==> src/rtl/irq_arb_pkg.sv <==
package irq_arb_pkg;

  // lockout window: 2-bit length code, 1 to 4 instructions
  localparam int LOCK_LEN_W = 2;
  localparam int LOCK_CNT_W = 3;

  typedef logic [LOCK_LEN_W-1:0] lock_len_t;
  typedef logic [LOCK_CNT_W-1:0] lock_cnt_t;

  localparam lock_cnt_t LOCK_MAX = lock_cnt_t'(1 << LOCK_LEN_W);

  function automatic lock_cnt_t lock_load(input lock_len_t len);
    return lock_cnt_t'(len) + lock_cnt_t'(1);
  endfunction

endpackage

==> src/rtl/irq_pending_bank.sv <==
module irq_pending_bank #(
  parameter int NUM_SRC = 16,
  parameter int IDX_W   = 4
) (
  input  logic               clk,
  input  logic               rst_n,
  input  logic [NUM_SRC-1:0] req_i,
  input  logic               clr_en_i,
  input  logic [IDX_W-1:0]   clr_idx_i,
  output logic [NUM_SRC-1:0] pend_o,
  output logic [NUM_SRC-1:0] pend_next_o
);

  logic [NUM_SRC-1:0] pend_q;
  logic [NUM_SRC-1:0] clr_mask;

  generate
    for (genvar i = 0; i < NUM_SRC; i++) begin : g_clr
      assign clr_mask[i] = clr_en_i && (clr_idx_i == IDX_W'(i));
    end
  endgenerate

  // a fresh request beats the clear of the same source
  assign pend_next_o = (pend_q & ~clr_mask) | req_i;

  always_ff @(posedge clk) begin
    if (!rst_n) pend_q <= '0;
    else        pend_q <= pend_next_o;
  end

  assign pend_o = pend_q;

  // accepted source drops unless re-requested in the same cycle
  assert_ack_clears_R8: assert property (@(posedge clk) disable iff (!rst_n)
    (clr_en_i && !req_i[clr_idx_i]) |=> !pend_q[$past(clr_idx_i)]);

  // no flag is lost except by acceptance
  assert_pend_kept_R7: assert property (@(posedge clk) disable iff (!rst_n)
    1'b1 |=> (($past(pend_q & ~clr_mask) & ~pend_q) == '0));

endmodule

==> src/rtl/irq_lockout_ctr.sv <==
module irq_lockout_ctr
  import irq_arb_pkg::*;
(
  input  logic      clk,
  input  logic      rst_n,
  input  logic      start_i,
  input  lock_len_t len_i,
  input  logic      retire_i,
  output lock_cnt_t cnt_o,
  output logic      locked_next_o
);

  lock_cnt_t cnt_q;
  lock_cnt_t cnt_d;

  always_comb begin
    cnt_d = cnt_q;
    if (start_i)                          cnt_d = lock_load(len_i);
    else if (retire_i && cnt_q != '0)     cnt_d = cnt_q - lock_cnt_t'(1);
  end

  always_ff @(posedge clk) begin
    if (!rst_n) cnt_q <= '0;
    else        cnt_q <= cnt_d;
  end

  assign cnt_o         = cnt_q;
  assign locked_next_o = (cnt_d != '0);

  // window never exceeds four instructions
  assert_cnt_bound_R5: assert property (@(posedge clk) disable iff (!rst_n)
    cnt_q <= LOCK_MAX);

  // a start always (re)loads from the new length
  assert_reload_R6: assert property (@(posedge clk) disable iff (!rst_n)
    start_i |=> (cnt_q == lock_cnt_t'($past(len_i)) + lock_cnt_t'(1)));

  // a retire steps the window down by exactly one
  assert_step_R5: assert property (@(posedge clk) disable iff (!rst_n)
    (!start_i && retire_i && cnt_q != '0) |=> (cnt_q == $past(cnt_q) - lock_cnt_t'(1)));

endmodule

==> src/rtl/irq_prio_tree.sv <==
module irq_prio_tree #(
  parameter int NUM_SRC = 16,
  parameter int LVL_W   = 4,
  parameter int GRP_W   = 2,
  parameter int IDX_W   = 4
) (
  input  logic [NUM_SRC-1:0]       elig_i,
  input  logic [NUM_SRC*LVL_W-1:0] lvl_flat_i,
  input  logic [NUM_SRC*GRP_W-1:0] grp_flat_i,
  output logic                     win_vld_o,
  output logic [IDX_W-1:0]         win_idx_o,
  output logic [LVL_W-1:0]         win_lvl_o
);

  localparam int KEY_W  = LVL_W + GRP_W;
  localparam int LEAVES = 1 << $clog2(NUM_SRC);
  localparam int NODES  = 2 * LEAVES - 1;
  localparam int FIRST  = LEAVES - 1;

  logic             n_vld [NODES];
  logic [KEY_W-1:0] n_key [NODES];
  logic [IDX_W-1:0] n_idx [NODES];

  // leaves in index order; left subtrees always hold lower indices
  generate
    for (genvar i = 0; i < LEAVES; i++) begin : g_leaf
      if (i < NUM_SRC) begin : g_real
        assign n_vld[FIRST+i] = elig_i[i];
        assign n_key[FIRST+i] = {lvl_flat_i[i*LVL_W +: LVL_W], grp_flat_i[i*GRP_W +: GRP_W]};
        assign n_idx[FIRST+i] = IDX_W'(i);
      end else begin : g_pad
        assign n_vld[FIRST+i] = 1'b0;
        assign n_key[FIRST+i] = '0;
        assign n_idx[FIRST+i] = '0;
      end
    end
    for (genvar k = 0; k < FIRST; k++) begin : g_node
      logic take_left;
      assign take_left = n_vld[2*k+1] &&
                         (!n_vld[2*k+2] || n_key[2*k+1] >= n_key[2*k+2]);
      assign n_vld[k] = n_vld[2*k+1] | n_vld[2*k+2];
      assign n_key[k] = take_left ? n_key[2*k+1] : n_key[2*k+2];
      assign n_idx[k] = take_left ? n_idx[2*k+1] : n_idx[2*k+2];
    end
  endgenerate

  assign win_vld_o = n_vld[0];
  assign win_idx_o = n_idx[0];
  assign win_lvl_o = n_key[0][KEY_W-1 -: LVL_W];

endmodule

==> src/rtl/irq_prio_arbiter.sv <==
module irq_prio_arbiter
  import irq_arb_pkg::*;
#(
  parameter int NUM_SRC = 16,
  parameter int LVL_W   = 4,
  parameter int GRP_W   = 2,
  localparam int IDX_W  = (NUM_SRC > 1) ? $clog2(NUM_SRC) : 1
) (
  input  logic                     clk,
  input  logic                     rst_n,
  input  logic [NUM_SRC-1:0]       req_i,
  input  logic [NUM_SRC-1:0]       src_en_i,
  input  logic                     glob_en_i,
  input  logic [NUM_SRC*LVL_W-1:0] lvl_cfg_i,
  input  logic [NUM_SRC*GRP_W-1:0] grp_cfg_i,
  input  logic [LVL_W-1:0]         cpu_lvl_i,
  input  logic                     lock_start_i,
  input  logic [LOCK_LEN_W-1:0]    lock_len_i,
  input  logic                     retire_i,
  output logic                     svc_valid_o,
  input  logic                     svc_ready_i,
  output logic [IDX_W-1:0]         svc_idx_o,
  output logic [LVL_W-1:0]         svc_lvl_o
);

  logic               svc_valid_q;
  logic [IDX_W-1:0]   svc_idx_q;
  logic [LVL_W-1:0]   svc_lvl_q;
  logic               accept;
  logic [NUM_SRC-1:0] pend_q;
  logic [NUM_SRC-1:0] pend_next;
  logic [NUM_SRC-1:0] lvl_live;
  logic [NUM_SRC-1:0] elig;
  lock_cnt_t          lock_cnt;
  logic               locked_next;
  logic               win_vld;
  logic [IDX_W-1:0]   win_idx;
  logic [LVL_W-1:0]   win_lvl;
  logic               offer;

  assign accept = svc_valid_q & svc_ready_i;

  irq_pending_bank #(.NUM_SRC(NUM_SRC), .IDX_W(IDX_W)) u_pend (
    .clk         (clk),
    .rst_n       (rst_n),
    .req_i       (req_i),
    .clr_en_i    (accept),
    .clr_idx_i   (svc_idx_q),
    .pend_o      (pend_q),
    .pend_next_o (pend_next)
  );

  irq_lockout_ctr u_lock (
    .clk           (clk),
    .rst_n         (rst_n),
    .start_i       (lock_start_i),
    .len_i         (lock_len_i),
    .retire_i      (retire_i),
    .cnt_o         (lock_cnt),
    .locked_next_o (locked_next)
  );

  // level 0 parks a source permanently
  generate
    for (genvar i = 0; i < NUM_SRC; i++) begin : g_live
      assign lvl_live[i] = (lvl_cfg_i[i*LVL_W +: LVL_W] != '0);
    end
  endgenerate

  assign elig = pend_next & src_en_i & lvl_live & {NUM_SRC{glob_en_i}};

  irq_prio_tree #(.NUM_SRC(NUM_SRC), .LVL_W(LVL_W), .GRP_W(GRP_W), .IDX_W(IDX_W)) u_tree (
    .elig_i     (elig),
    .lvl_flat_i (lvl_cfg_i),
    .grp_flat_i (grp_cfg_i),
    .win_vld_o  (win_vld),
    .win_idx_o  (win_idx),
    .win_lvl_o  (win_lvl)
  );

  assign offer = win_vld && (win_lvl > cpu_lvl_i) && !locked_next;

  always_ff @(posedge clk) begin
    if (!rst_n) begin
      svc_valid_q <= 1'b0;
      svc_idx_q   <= '0;
      svc_lvl_q   <= '0;
    end else begin
      svc_valid_q <= offer;
      svc_idx_q   <= win_idx;
      svc_lvl_q   <= win_lvl;
    end
  end

  assign svc_valid_o = svc_valid_q;
  assign svc_idx_o   = svc_idx_q;
  assign svc_lvl_o   = svc_lvl_q;

  // no offer after a cycle with global enable low
  assert_need_global_R1: assert property (@(posedge clk) disable iff (!rst_n)
    svc_valid_o |-> $past(glob_en_i));

  // offered level beats the CPU level of the previous cycle
  assert_above_cpu_R2: assert property (@(posedge clk) disable iff (!rst_n)
    svc_valid_o |-> (svc_lvl_o > $past(cpu_lvl_i)));

  // quiet while a window is open
  assert_lock_quiet_R5: assert property (@(posedge clk) disable iff (!rst_n)
    (lock_cnt != '0) |-> !svc_valid_o);

  // an offer names a source that is still pending
  assert_offer_pending_R8: assert property (@(posedge clk) disable iff (!rst_n)
    svc_valid_o |-> pend_q[svc_idx_o]);

endmodule

==> config.mk <==
export PLATFORM = sky130hd
export DESIGN_NAME = irq_prio_arbiter
export DESIGN_NICKNAME = d
export VERILOG_FILES = /design/src/rtl/irq_arb_pkg.sv /design/src/rtl/irq_pending_bank.sv /design/src/rtl/irq_lockout_ctr.sv /design/src/rtl/irq_prio_tree.sv /design/src/rtl/irq_prio_arbiter.sv
export SDC_FILE = /design/constraint.sdc
export NUM_CORES = 1
export LEC_CHECK = 0
export BUFFER_PORTS_ARGS = -buffer_cell sky130_fd_sc_hd__buf_2
export CAP_MARGIN = 5
export CORE_ASPECT_RATIO = 1.25
export CORE_MARGIN = 2
export CORE_UTILIZATION = 42
export DETAILED_ROUTE_END_ITERATION = 8
export PLACE_DENSITY = 0.67
export RECOVER_POWER = 25
export SLEW_MARGIN = 5
export SYNTH_ARGS = -nofsm -noshare
export SYNTH_HDL_FRONTEND = slang
export SYNTH_SLANG_ARGS = --single-unit
==> constraint.sdc <==
create_clock -name clk -period 9.2 [get_ports clk]
set_input_delay 0.92 -clock clk [delete_from_list [all_inputs] [get_ports clk]]
set_output_delay 0.92 -clock clk [all_outputs]
set_load 0.05 [all_outputs]
==> flow_metrics.py <==
metrics = {
    "min_path": {
        "hp-start": "u_pend.pend_o[12]$_SDFF_PN0_",
        "whs_path_depth": 2,
        "hold_end": "u_pend.pend_o[12]$_SDFF_PN0_",
        "hold_class": "flop to flop",
    },
    "worst_setup_path": {
        "arrival_ns": 8.66,
        "cpPeakStageDelay_ns": 0.57,
        "start_kind": "input port",
        "slowest_stage": "a32oi_2",
        "r2r_slack_ns": 0.97,
        "end_kind": "flop",
        "r2r_end": "svc_valid_o$_SDFF_PN0_",
        "cp_common_cell": "ha_1",
        "reg2reg_depth": 36,
        "required_ns": 9.34,
        "r2r-start": "svc_idx_o[0]$_SDFF_PN0_",
        "crit_type": "input port to flop",
        "cp_max_fo": 12,
    },
    "sta": {
        "max_slew.worst_pin.slew_ns": 0.833,
        "slew_violations": 0,
        "relSlewSlack_pct": 43.0,
        "finalClockSkew_ns": 0.00212,
        "fmax_mhz": 117,
        "setup_viol": 0,
        "grt_setup_unrepaired": "false",
        "layout_min_cycle_time_ns": 8.52,
        "tns_ns": 0,
        "hold_violations": 0,
        "min_period_over_period_pct": 92.6,
        "worst_slack_ns": 0.678,
    },
    "global_routing": {
        "grt.overflow.total": 0,
        "grt_pass1_vias": 5066,
        "grt_max_degree": 18,
        "antenna_found_initial": 0,
        "grtUsageTotal_pct": 21.9,
        "grt_pass1_wl_um": 22800,
    },
    "drt": {
        "drtIter0Drc": 194,
        "wirelength_um": 13900,
        "final_antenna_net_count": 0,
        "firstDrtPassIters": 5,
        "via_per_inst": 5.54,
        "post-route-drc-count": 0,
        "drt-wirelength-per-cell_um": 15.2,
        "vias": 5049,
    },
    "clocking": {
        "cts.repair.resized": 0,
        "cts_setup_buffers": 0,
        "root_buffer": "clkbuf_16",
        "htree_levels": 1,
        "cts.sinks": 28,
        "insertion_delay_ns": 0.26,
        "cts_tree": "done",
        "cts_buffers": 3,
        "postCtsHoldBufs": 0,
        "cts_buffer_depth": 2,
        "clk_pin_slew_ns": 0.07,
    },
    "yosys": {
        "synth-async-reset-ratio_pct": 0,
        "ys_types": 68,
        "synth_edf_count": 0,
        "ys_warn_count": 0,
        "avgSynthCellArea_um2": 7.77,
        "yosys_most_used_dff": "dfxtp_1",
        "synth_nets": 867,
        "syn_inst": 633,
        "ys_ff_latch": 28,
        "seq_area_frac_synth_pct": 11.4,
        "syn_area_um2": 4920,
    },
    "floorplanning": {
        "dieArea_um2": 12600,
        "fp.dieW_um": 101,
        "core_region_area_um2": 11500,
        "num_rows": 44,
        "io-pin-count": 149,
        "start_util_pct": 42.7,
        "die_h_um": 125,
    },
    "final_layout": {
        "area_growth_syn_to_layout_pct": 19.8,
        "drive_above_1_share_pct": 23.3,
        "diodes": 0,
        "finalNetCount": 1009,
    },
    "power": {
        "ir_drop_mv": 0.0618,
        "cell_internal_pwr_mw": 0.400,
        "power_mw": 0.710,
        "clock_power_share_pct": 17.9,
        "switching_share_pct": 43.7,
        "p_per_area_nw_per_um2": 121,
        "leakagePower_nw": 3.26,
        "seqPwrFrac_pct": 22.3,
        "power_frac_comb_pct": 59.7,
        "p_sw_mw": 0.310,
    },
    "placed_design": {
        "dp_hpwl_um": 12200,
        "dp_worst_setup_slack_ns": 0.267,
        "routabilityCongestion": 0.884,
        "portBuffers": 148,
    },
    "run": {
        "max-cap-violations": 0,
    },
    "run_status": {
        "status": "finished, final reports clean",
    },
}
## per-stage QoR
step / std cells / util, % / hold slack, ns / cell area [um^2]
2_1_floorplan: 633 / - / 0.473 / 4920
3_3_place_gp: 908 / 50.2 / 0.514 / 5780
3_5_place_dp: 908 / 50.2 / 0.515 / 5780
4_1_cts: 912 / 51.1 / 0.533 / 5880
5_1_grt: 912 / 51.2 / 0.606 / 5890
6_report: 912 / 51.2 / 0.533 / 5890
## layout make-up
type | instances | area [um^2]
Timing Repair Buffer | 149 | 748
Tap cell | 138 | 173
Inverter | 93 | 349
Clock inverter | 1 | 30.0
Sequential cell | 28 | 561
Fill cell | 1146 | 5620
Clock buffer | 3 | 75.1
Multi-Input combinational cell | 500 | 3960
## cells in the final DEF (no fill, tap or decap), types with 3 or more instances in the layout
cell / n
a31oi_1: 6
and4_1: 3
inv_1: 93
o2111ai_1: 8
nor4_1: 3
and2_1: 9
nor2_1: 56
mux2i_1: 58
a21o_1: 15
mux2_2: 4
and3_1: 4
nor2b_1: 9
nand2_1: 32
nor3b_1: 6
nand2b_1: 16
nand3_1: 16
a31o_2: 3
clkbuf_16: 3
o22ai_1: 7
nand4_1: 9
buf_2: 148
a21oi_1: 44
ha_1: 94
a21boi_0: 4
o21ai_0: 23
nand3b_1: 3
o21a_1: 5
dfxtp_1: 28
or4_1: 8
## synth_stat cells (3+ instances only)
cell	instances	area, um^2
a21o_1	15	113
a21boi_0	4	30.0
nor4_1	3	18.8
a31o_2	3	26.3
and2_1	11	68.8
mux2_2	4	45.0
or4_1	8	60.1
o2111ai_1	8	70.1
nor2b_1	9	56.3
nand2_1	32	120
o22ai_1	7	43.8
ha_1	94	1180
nand4_1	9	56.3
dfxtp_1	28	561
nand2b_1	16	100
a21oi_1	43	215
nand3_1	16	80.1
nand3b_1	3	22.5
o21a_1	5	37.5
mux2i_1	58	581
o21ai_0	23	115
clkbuf_1	6	22.5
inv_1	93	349
nor2_1	56	210
and3_1	4	25.0
a31oi_1	8	50.1
buf_2	5	25.0
nor3b_1	6	45.0
## routing by layer
metal | global-route usage (%) | vias to the layer above | routed length, um
met3 | 1.45 | 28 | 569
met2 | 41.5 | 154 | 7120
met5 | 0 | - | 0
li1 | - | 2572 | -
met4 | 7.01 | 0 | 432
met1 | 25.4 | 2295 | 5740
## registers in the layout, indices dropped and copies added, names as in the netlist
name           count
u_pend.pend_o     16
u_lock.cnt_o       3
svc_idx_o          4
svc_lvl_o          4
svc_valid_o        1
## power groups by stage
stage	combinational (mW)	sequential, mW	clock (mW)
2_1_floorplan	0.269	0.194	0
3_3_place_gp	0.409	0.160	0
3_5_place_dp	0.422	0.161	0
4_1_cts	0.425	0.158	0.129
5_1_grt	0.475	0.161	0.134
6_report	0.424	0.158	0.127
## cell families (layout without fill, tap and decap cells)
logic type                 Yosys count  after routing  share of synthesized area [%]
xor gates and xnor gates             1              1                          0.178
adders and majority gates           95             95                           24.1
AOI/OAI and AO/OA                  148            148                           21.5
DFF                                 28             28                           11.4
muxes                               66             66                           14.0
and+or+nand+nor                    190            190                           20.4
buffers and inverters              105            246                           8.29
## worst max-delay path by stage
stage	startpoint	to	slack (ns)	cells after the start
after floorplan	lvl_cfg_i[28]	svc_valid_o$_SDFF_PN0_	1.38	40
after global placement	svc_ready_i	svc_valid_o$_SDFF_PN0_	0.44	37
after detailed placement	svc_ready_i	svc_valid_o$_SDFF_PN0_	0.27	36
after CTS	svc_ready_i	svc_valid_o$_SDFF_PN0_	0.45	36
after global routing	svc_ready_i	svc_valid_o$_SDFF_PN0_	0.12	37
final	svc_ready_i	svc_valid_o$_SDFF_PN0_	0.68	37
## worst max-delay path, delay by kind of cell
| family | cells | cell delay (ns) |
|---|---|---|
| AOI/OAI and AO/OA | 17 | 3.99 |
| adders and majority gates | 4 | 1.23 |
| buffers and inverters | 2 | 0.21 |
| muxes | 2 | 0.68 |
| and+or+nand+nor | 12 | 1.64 |
Power figures use the tool's default switching activity.
